[src/rtl/sar_ctrl_pkg.sv]
package sar_ctrl_pkg;
  typedef enum logic {
    PH_IDLE = 1'b0,
    PH_CONV = 1'b1
  } phase_e;
endpackage

[src/rtl/sar_sync.sv]
// Multi-stage synchroniser for a vector of independent level signals.
module sar_sync #(
  parameter int            W       = 4,
  parameter int            STAGES  = 2,
  parameter logic [W-1:0]  RST_VAL = '0
) (
  input  logic         clk,
  input  logic         rst_n,
  input  logic [W-1:0] din,
  output logic [W-1:0] dout
);
  logic [W-1:0] stg_q [STAGES];

  for (genvar g = 0; g < STAGES; g++) begin : g_stage
    logic [W-1:0] stg_d;
    if (g == 0) begin : g_first
      assign stg_d = din;
    end else begin : g_next
      assign stg_d = stg_q[g-1];
    end
    always_ff @(posedge clk or negedge rst_n) begin
      if (!rst_n) stg_q[g] <= RST_VAL;
      else        stg_q[g] <= stg_d;
    end
  end

  assign dout = stg_q[STAGES-1];
endmodule

[src/rtl/sar_events.sv]
// Edge detection of the synchronised start request and conversion clock.
module sar_events (
  input  logic clk,
  input  logic rst_n,
  input  logic req_s,
  input  logic ck_s,
  input  logic conv_active,
  output logic start,
  output logic tick
);
  logic req_q, req_d;
  logic ck_q, ck_d;

  always_comb begin
    req_d = req_s;
    ck_d  = ck_s;
    start = req_s & ~req_q & ~conv_active;
    tick  = ~ck_s & ck_q;
  end

  always_ff @(posedge clk or negedge rst_n) begin
    if (!rst_n) begin
      req_q <= 1'b0;
      ck_q  <= 1'b0;
    end else begin
      req_q <= req_d;
      ck_q  <= ck_d;
    end
  end
endmodule

[src/rtl/sar_engine.sv]
// Successive-approximation sequencer and result register.
module sar_engine
  import sar_ctrl_pkg::*;
#(
  parameter int WIDTH = 12
) (
  input  logic             clk,
  input  logic             rst_n,
  input  logic             start,
  input  logic             tick,
  input  logic             cmp_hi,
  input  logic             bipolar,
  output phase_e           phase,
  output logic [WIDTH-1:0] trial,
  output logic [WIDTH-1:0] result
);
  localparam int CNT_W = $clog2(WIDTH + 2);
  localparam logic [CNT_W-1:0] LAST_DEC = CNT_W'(WIDTH);
  localparam logic [WIDTH-1:0] MSB_ONE  = {1'b1, {(WIDTH-1){1'b0}}};

  phase_e           phase_q, phase_d;
  logic [CNT_W-1:0] cnt_q, cnt_d;
  logic [WIDTH-1:0] trial_q, trial_d;
  logic [WIDTH-1:0] res_q, res_d;
  logic             state_en;

  always_comb begin
    phase_d  = phase_q;
    cnt_d    = cnt_q;
    trial_d  = trial_q;
    res_d    = res_q;
    state_en = start | (tick & (phase_q == PH_CONV));
    if (start) begin
      phase_d = PH_CONV;
      cnt_d   = '0;
      trial_d = MSB_ONE;
    end else if (phase_q == PH_CONV && tick) begin
      if (cnt_q < LAST_DEC) begin
        // decide the bit under trial, then raise the next lower one
        for (int b = 0; b < WIDTH; b++) begin
          if (b + int'(cnt_q) == WIDTH - 1) trial_d[b] = cmp_hi;
          if (b + int'(cnt_q) == WIDTH - 2) trial_d[b] = 1'b1;
        end
        cnt_d = cnt_q + 1'b1;
      end else begin
        res_d   = bipolar ? (trial_q ^ MSB_ONE) : trial_q;
        phase_d = PH_IDLE;
      end
    end
  end

  always_ff @(posedge clk or negedge rst_n) begin
    if (!rst_n) begin
      phase_q <= PH_IDLE;
      cnt_q   <= '0;
      trial_q <= '0;
      res_q   <= '0;
    end else if (state_en) begin
      phase_q <= phase_d;
      cnt_q   <= cnt_d;
      trial_q <= trial_d;
      res_q   <= res_d;
    end
  end

  assign phase  = phase_q;
  assign trial  = trial_q;
  assign result = res_q;
endmodule

[src/rtl/sar_byte_mux.sv]
// Byte selection and bus enable; WIDTH must lie between BUS_W+1 and 2*BUS_W.
module sar_byte_mux #(
  parameter int WIDTH = 12,
  parameter int BUS_W = 8
) (
  input  logic             cs_n,
  input  logic             rd_n,
  input  logic             hben,
  input  logic [WIDTH-1:0] result,
  output logic [BUS_W-1:0] dout,
  output logic             dout_en
);
  localparam int HI_BITS = WIDTH - BUS_W;

  logic [BUS_W-1:0] lo_byte, hi_byte;
  logic             drive;

  always_comb begin
    lo_byte = result[BUS_W-1:0];
    hi_byte = {{(BUS_W-HI_BITS){1'b0}}, result[WIDTH-1:BUS_W]};
    drive   = ~cs_n & ~rd_n;
    dout_en = drive;
    if (!drive)    dout = '0;
    else if (hben) dout = hi_byte;
    else           dout = lo_byte;
  end
endmodule

[src/rtl/sar_byte_adc_ctrl.sv]
module sar_byte_adc_ctrl
  import sar_ctrl_pkg::*;
#(
  parameter int WIDTH       = 12,
  parameter int BUS_W       = 8,
  parameter int SYNC_STAGES = 2
) (
  input  logic             clk,
  input  logic             rst_n,
  input  logic             conv_clk,
  input  logic             cs_n,
  input  logic             rd_n,
  input  logic             hben,
  input  logic             bipolar,
  input  logic             cmp_hi,
  output logic [WIDTH-1:0] dac_code,
  output logic             busy_n,
  output logic [BUS_W-1:0] dout,
  output logic             dout_en
);
  // reset: asserted asynchronously, released after two clock edges
  logic [1:0] rst_pipe;
  logic       rst_int_n;

  always_ff @(posedge clk or negedge rst_n) begin
    if (!rst_n) rst_pipe <= 2'b00;
    else        rst_pipe <= {rst_pipe[0], 1'b1};
  end
  assign rst_int_n = rst_pipe[1];

  // synchronised pins: {conv_clk, hben, rd_n, cs_n}
  logic [3:0] pins_s;
  logic       req_s;

  sar_sync #(
    .W      (4),
    .STAGES (SYNC_STAGES),
    .RST_VAL(4'b0111)
  ) i_sync (
    .clk  (clk),
    .rst_n(rst_int_n),
    .din  ({conv_clk, hben, rd_n, cs_n}),
    .dout (pins_s)
  );

  assign req_s = ~pins_s[0] & ~pins_s[1] & ~pins_s[2];

  phase_e           phase;
  logic             conv_start;
  logic             conv_tick;
  logic [WIDTH-1:0] result_q;

  sar_events i_events (
    .clk        (clk),
    .rst_n      (rst_int_n),
    .req_s      (req_s),
    .ck_s       (pins_s[3]),
    .conv_active(phase == PH_CONV),
    .start      (conv_start),
    .tick       (conv_tick)
  );

  sar_engine #(.WIDTH(WIDTH)) i_engine (
    .clk    (clk),
    .rst_n  (rst_int_n),
    .start  (conv_start),
    .tick   (conv_tick),
    .cmp_hi (cmp_hi),
    .bipolar(bipolar),
    .phase  (phase),
    .trial  (dac_code),
    .result (result_q)
  );

  sar_byte_mux #(.WIDTH(WIDTH), .BUS_W(BUS_W)) i_mux (
    .cs_n   (cs_n),
    .rd_n   (rd_n),
    .hben   (hben),
    .result (result_q),
    .dout   (dout),
    .dout_en(dout_en)
  );

  assign busy_n = (phase == PH_IDLE);
endmodule

[config.mk]
export PLATFORM = sky130hd
export DESIGN_NAME = sar_byte_adc_ctrl
export DESIGN_NICKNAME = d
export VERILOG_FILES = /design/src/rtl/sar_ctrl_pkg.sv /design/src/rtl/sar_sync.sv /design/src/rtl/sar_events.sv /design/src/rtl/sar_engine.sv /design/src/rtl/sar_byte_mux.sv /design/src/rtl/sar_byte_adc_ctrl.sv
export SDC_FILE = /design/constraint.sdc
export NUM_CORES = 1
export LEC_CHECK = 0
export BUFFER_PORTS_ARGS = -buffer_cell sky130_fd_sc_hd__buf_2
export CAP_MARGIN = 10
export CORE_MARGIN = 8
export CORE_UTILIZATION = 56
export CTS_BUF_LIST = sky130_fd_sc_hd__clkbuf_4
export DETAILED_ROUTE_END_ITERATION = 16
export PLACE_DENSITY = 0.85
export REMOVE_ABC_BUFFERS = 1
export SLEW_MARGIN = 10
export SYNTH_ARGS = -nofsm -noshare
export SYNTH_HDL_FRONTEND = slang
export SYNTH_HIERARCHICAL = 1
export SYNTH_SLANG_ARGS = --single-unit
[constraint.sdc]
create_clock -name clk -period 1.7 [get_ports clk]
set_clock_uncertainty 0.1 [all_clocks]
set_input_delay 0.085 -clock clk [delete_from_list [all_inputs] [get_ports clk]]
set_output_delay 0.085 -clock clk [all_outputs]
set_load 0.01 [all_outputs]
==> run summary <==
======================================================================================================
Slowest Stage Delay on Critical Path                                                           0.48 ns
WP data arrival                                                                                2.12 ns
Clock transition at the register clock pins on the worst setup and hold paths after CTS        0.14 ns
Core utilization of the finished layout                                                         86.74%
RSZ-0062 raised after global routing                                                              true
Post-Layout Cell Count                                                                             324
Placed insts                                                                                       299
Num CTS Buffers                                                                                      5
Violations in the final reports                                                           setup timing
Sum of overflow across all layers after global routing                                               0
Depth of the worst register-to-register path                                                         6
Layout Nets                                                                                        296
Drt first-iter violations                                                                          245
Clock network fraction of total power                                                            15.9%
CP Buf/Inv Count                                                                                     1
FF-to-FF End                                                                              i_engine/trial[3]
Worst reg-to-reg setup slack                                                                  -0.22 ns
Worst ir drop on vdd                                                                         0.9377 mV
Area Growth Syn to Fin                                                                          48.33%
Boundary pin count                                                                                  30
Cell count after synthesis                                                                         188
Most common cell after layout, fill and taps aside                                               buf_4
Sequential-to-total area share from yosys stat                                                  48.28%
Total of warnings raised by yosys                                                                    6
Die Wd                                                                                        77.83 um
EDFF count, synth                                                                                    0
First-pass GRT wire length                                                                    10.98 mm
Diode count                                                                                          0
Final Instance Area                                                                           3176 um2
Antenna violation net count after detailed routing                                                   0
Source of the worst register-to-register timing path                                      i_engine/cnt_q[1]
Launching element of the worst setup path                                                 i_engine/cnt_q[1]
Element type at the critical path start                                                           flop
Number of max-slew violations in the final report                                                    0
Number of flip-flops and latches in the synthesized netlist                                         41
Number of setup violations in the final report                                                      23
F_max                                                                                        520.4 MHz
Cell type of the slowest stage on the worst timing path                                        dfrtp_2
PnR Total Power                                                                               5.191 mW
Combinational group share of total power                                                         54.4%
Crit-path max FO                                                                                     5
Required time at the worst-slack endpoint                                                      1.90 ns
Floorplan row count                                                                                 22
Total wirelength of the detailed-routed design                                                8.157 mm
Cells traversed along the worst timing path                                               inv_4 -> ha_2 -> a21oi_2 -> or3_4 -> a211oi_2 -> mux2i_1
Area enclosed by the die boundary                                                             6058 um2
Async set-reset flop share out of synthesis                                                     100.0%
Total of fill cells in the finished design                                                         143
Die height                                                                                    77.83 um
Sequential share of power                                                                        29.6%
Max-capacitance violation count                                                                      0
Initial Util                                                                                    58.48%
Fraction of the cycle the final worst path needs                                                113.0%
Count of cell types in the netlist                                                                  51
Number of antenna violations at the first check in global routing                                    0
Deepest level of the CTS H-tree                                                                      2
Category of cells accounting for the largest share of critical-path delay                   flip-flops
Clock Latency Late Sink                                                                        0.37 ns
DRT Pass-1 Iters                                                                                     5
Largest net degree at the start of global routing                                                   40
Total DRC errors in the routed layout                                                                0
Clock tree root driver cell                                                                   clkbuf_4
Outcome                                                                                   complete, but fails checks
Num Clock Sinks                                                                                     41
Net Sw Frac                                                                                     42.40%
Core area                                                                                     3661 um2
Routed len/inst                                                                               25.18 um
Overall via count from detail_route                                                              2,114
Worst Setup Slack, final                                                                    -0.2215 ns
Endpoint kind of the worst setup timing path                                                      flop
Cell area after placement                                                                     2621 um2
Final weighted congestion of routability-driven global placement                                0.9124
Critical path depth in cells                                                                         6
Sum of negative setup slack                                                                  -2.785 ns
Switch Pwr                                                                                    2.201 mW
Number of port buffers                                                                              29
Tmin final                                                                                    1.922 ns
Share of post-route cells with drive strength above 1                                           56.88%
Synthesized area per cell                                                                    11.39 um2
Worst hold-check path type                                                                flop to asynchronous set/reset pin
Category of the most critical setup path                                                  flop to flop
CTS tree                                                                                           yes
Vias in the first global route                                                                   2,105
Power per cell area                                                                        1635 nW/um2
GRT Util Overall                                                                                23.09%
Placed wire-length estimate after detailed placement                                          3.903 mm
Most used cells in the layout excluding fill and tap cells                                buf_4, dfrtp_1, buf_2
Smallest hold slack                                                                          0.2205 ns
Last element of the critical path                                                         i_engine/trial[3]
Static leakage                                                                                1.475 nW
Design internal power                                                                         2.990 mW
Worst setup timing slack at the placement stage                                             -0.1600 ns
Netlist area before placement                                                                 2141 um2
Avg Vias per Cell                                                                                6.525
CTS max path bufs                                                                                    2
Endpoints failing hold                                                                               0
Top FF cell, synth                                                                             dfrtp_1
======================================================================================================
## flip-flops by register name, indices dropped and copies added (netlist names)
signal and count:
rst_pipe 2, i_events/req_q 1, i_engine/result 12, i_events/ck_q 1, i_sync/dout 4, i_engine/trial 12, i_engine/cnt_q 4, i_engine/phase 1
i_sync/g_stage.stg_d 4
## worst min-delay path by stage
stage / startpoint / to
final: rst_pipe[1] / i_engine/result[11]
after global routing: conv_clk / i_sync/g_stage[1].stg_d[3]
after CTS: rst_pipe[1] / i_engine/trial[11]
after detailed placement: rst_n / rst_pipe[0]
after global placement: rst_n / rst_pipe[1]
after floorplan: rst_n / rst_pipe[0]
## power by group through the flow
stage | registers (mW) | logic, mW | clock network, mW
detailed placement | 1.45 | 1.99 | 0
CTS | 1.47 | 2.30 | 0.813
global placement | 1.43 | 1.91 | 0
floorplan | 1.53 | 0.954 | 0
global route | 1.55 | 2.94 | 0.875
finish | 1.54 | 2.83 | 0.827
## cells in the mapped netlist (2+ instances only)
library cell,number,area [um2]
mux2_2,9,101.4
and2_1,5,31.28
o221a_2,2,22.52
nor3_1,7,35.03
mux2i_1,9,90.09
a31oi_1,3,18.77
buf_2,3,15.01
or3_1,2,12.51
a211oi_1,5,37.54
dfstp_2,6,157.7
nand2b_1,3,18.77
a211oi_2,2,25.02
nor2_1,22,82.58
dfrtp_1,35,875.8
a21oi_1,7,35.03
inv_1,6,22.52
xnor2_1,4,35.03
o21ai_0,2,10.01
and4bb_2,2,25.02
nand2_1,6,22.52
mux2_1,2,22.52
buf_4,2,15.01
nand3_1,3,15.01
ha_1,13,162.7
nor3_2,2,20.02
## timing repair
| action | 4_1_cts | 5_1_grt |
|---|---|---|
| resized for setup | 43 | 32 |
| cloned | 1 | 0 |
| setup buffers | 7 | 6 |
| pin swaps | 20 | 13 |
| hold buffers | 8 | 0 |
| setup endpoints to repair | 24 | 28 |
| endpoints found under the hold margin | 8 | 0 |
## metal layers
metal	GRT usage (%)	up-vias	wire (um)
met5	0	-	0
li1	-	846	-
met2	37.76	185	3732
met1	26.39	1025	3009
met3	7.028	58	844
met4	12.64	0	570
## cell type report
| class | count | area (um2) | share of cell area (%) |
|---|---|---|---|
| Multi-Input combinational cell | 133 | 1299 | 40.90 |
| Sequential cell | 41 | 1036 | 32.62 |
| Clock buffer | 5 | 37.54 | 1.182 |
| Tap cell | 48 | 60.06 | 1.891 |
| Clock inverter | 3 | 68.82 | 2.167 |
| Timing Repair Buffer | 87 | 641.9 | 20.21 |
| Inverter | 7 | 32.53 | 1.024 |
## cell families after synthesis
kind of cell | count (synthesis) | synth area share, %
XOR/XNOR | 5 | 2.045
AND/OR/NAND/NOR | 66 | 18.70
AO/OA/AOI/OAI | 28 | 9.878
multiplexers | 20 | 9.994
other | 1 | 0.1752
buffers and inverters | 14 | 3.331
flip-flops | 41 | 48.28
adder cells (fa/ha/maj) | 13 | 7.598
Power figures use the tool's default switching activity.
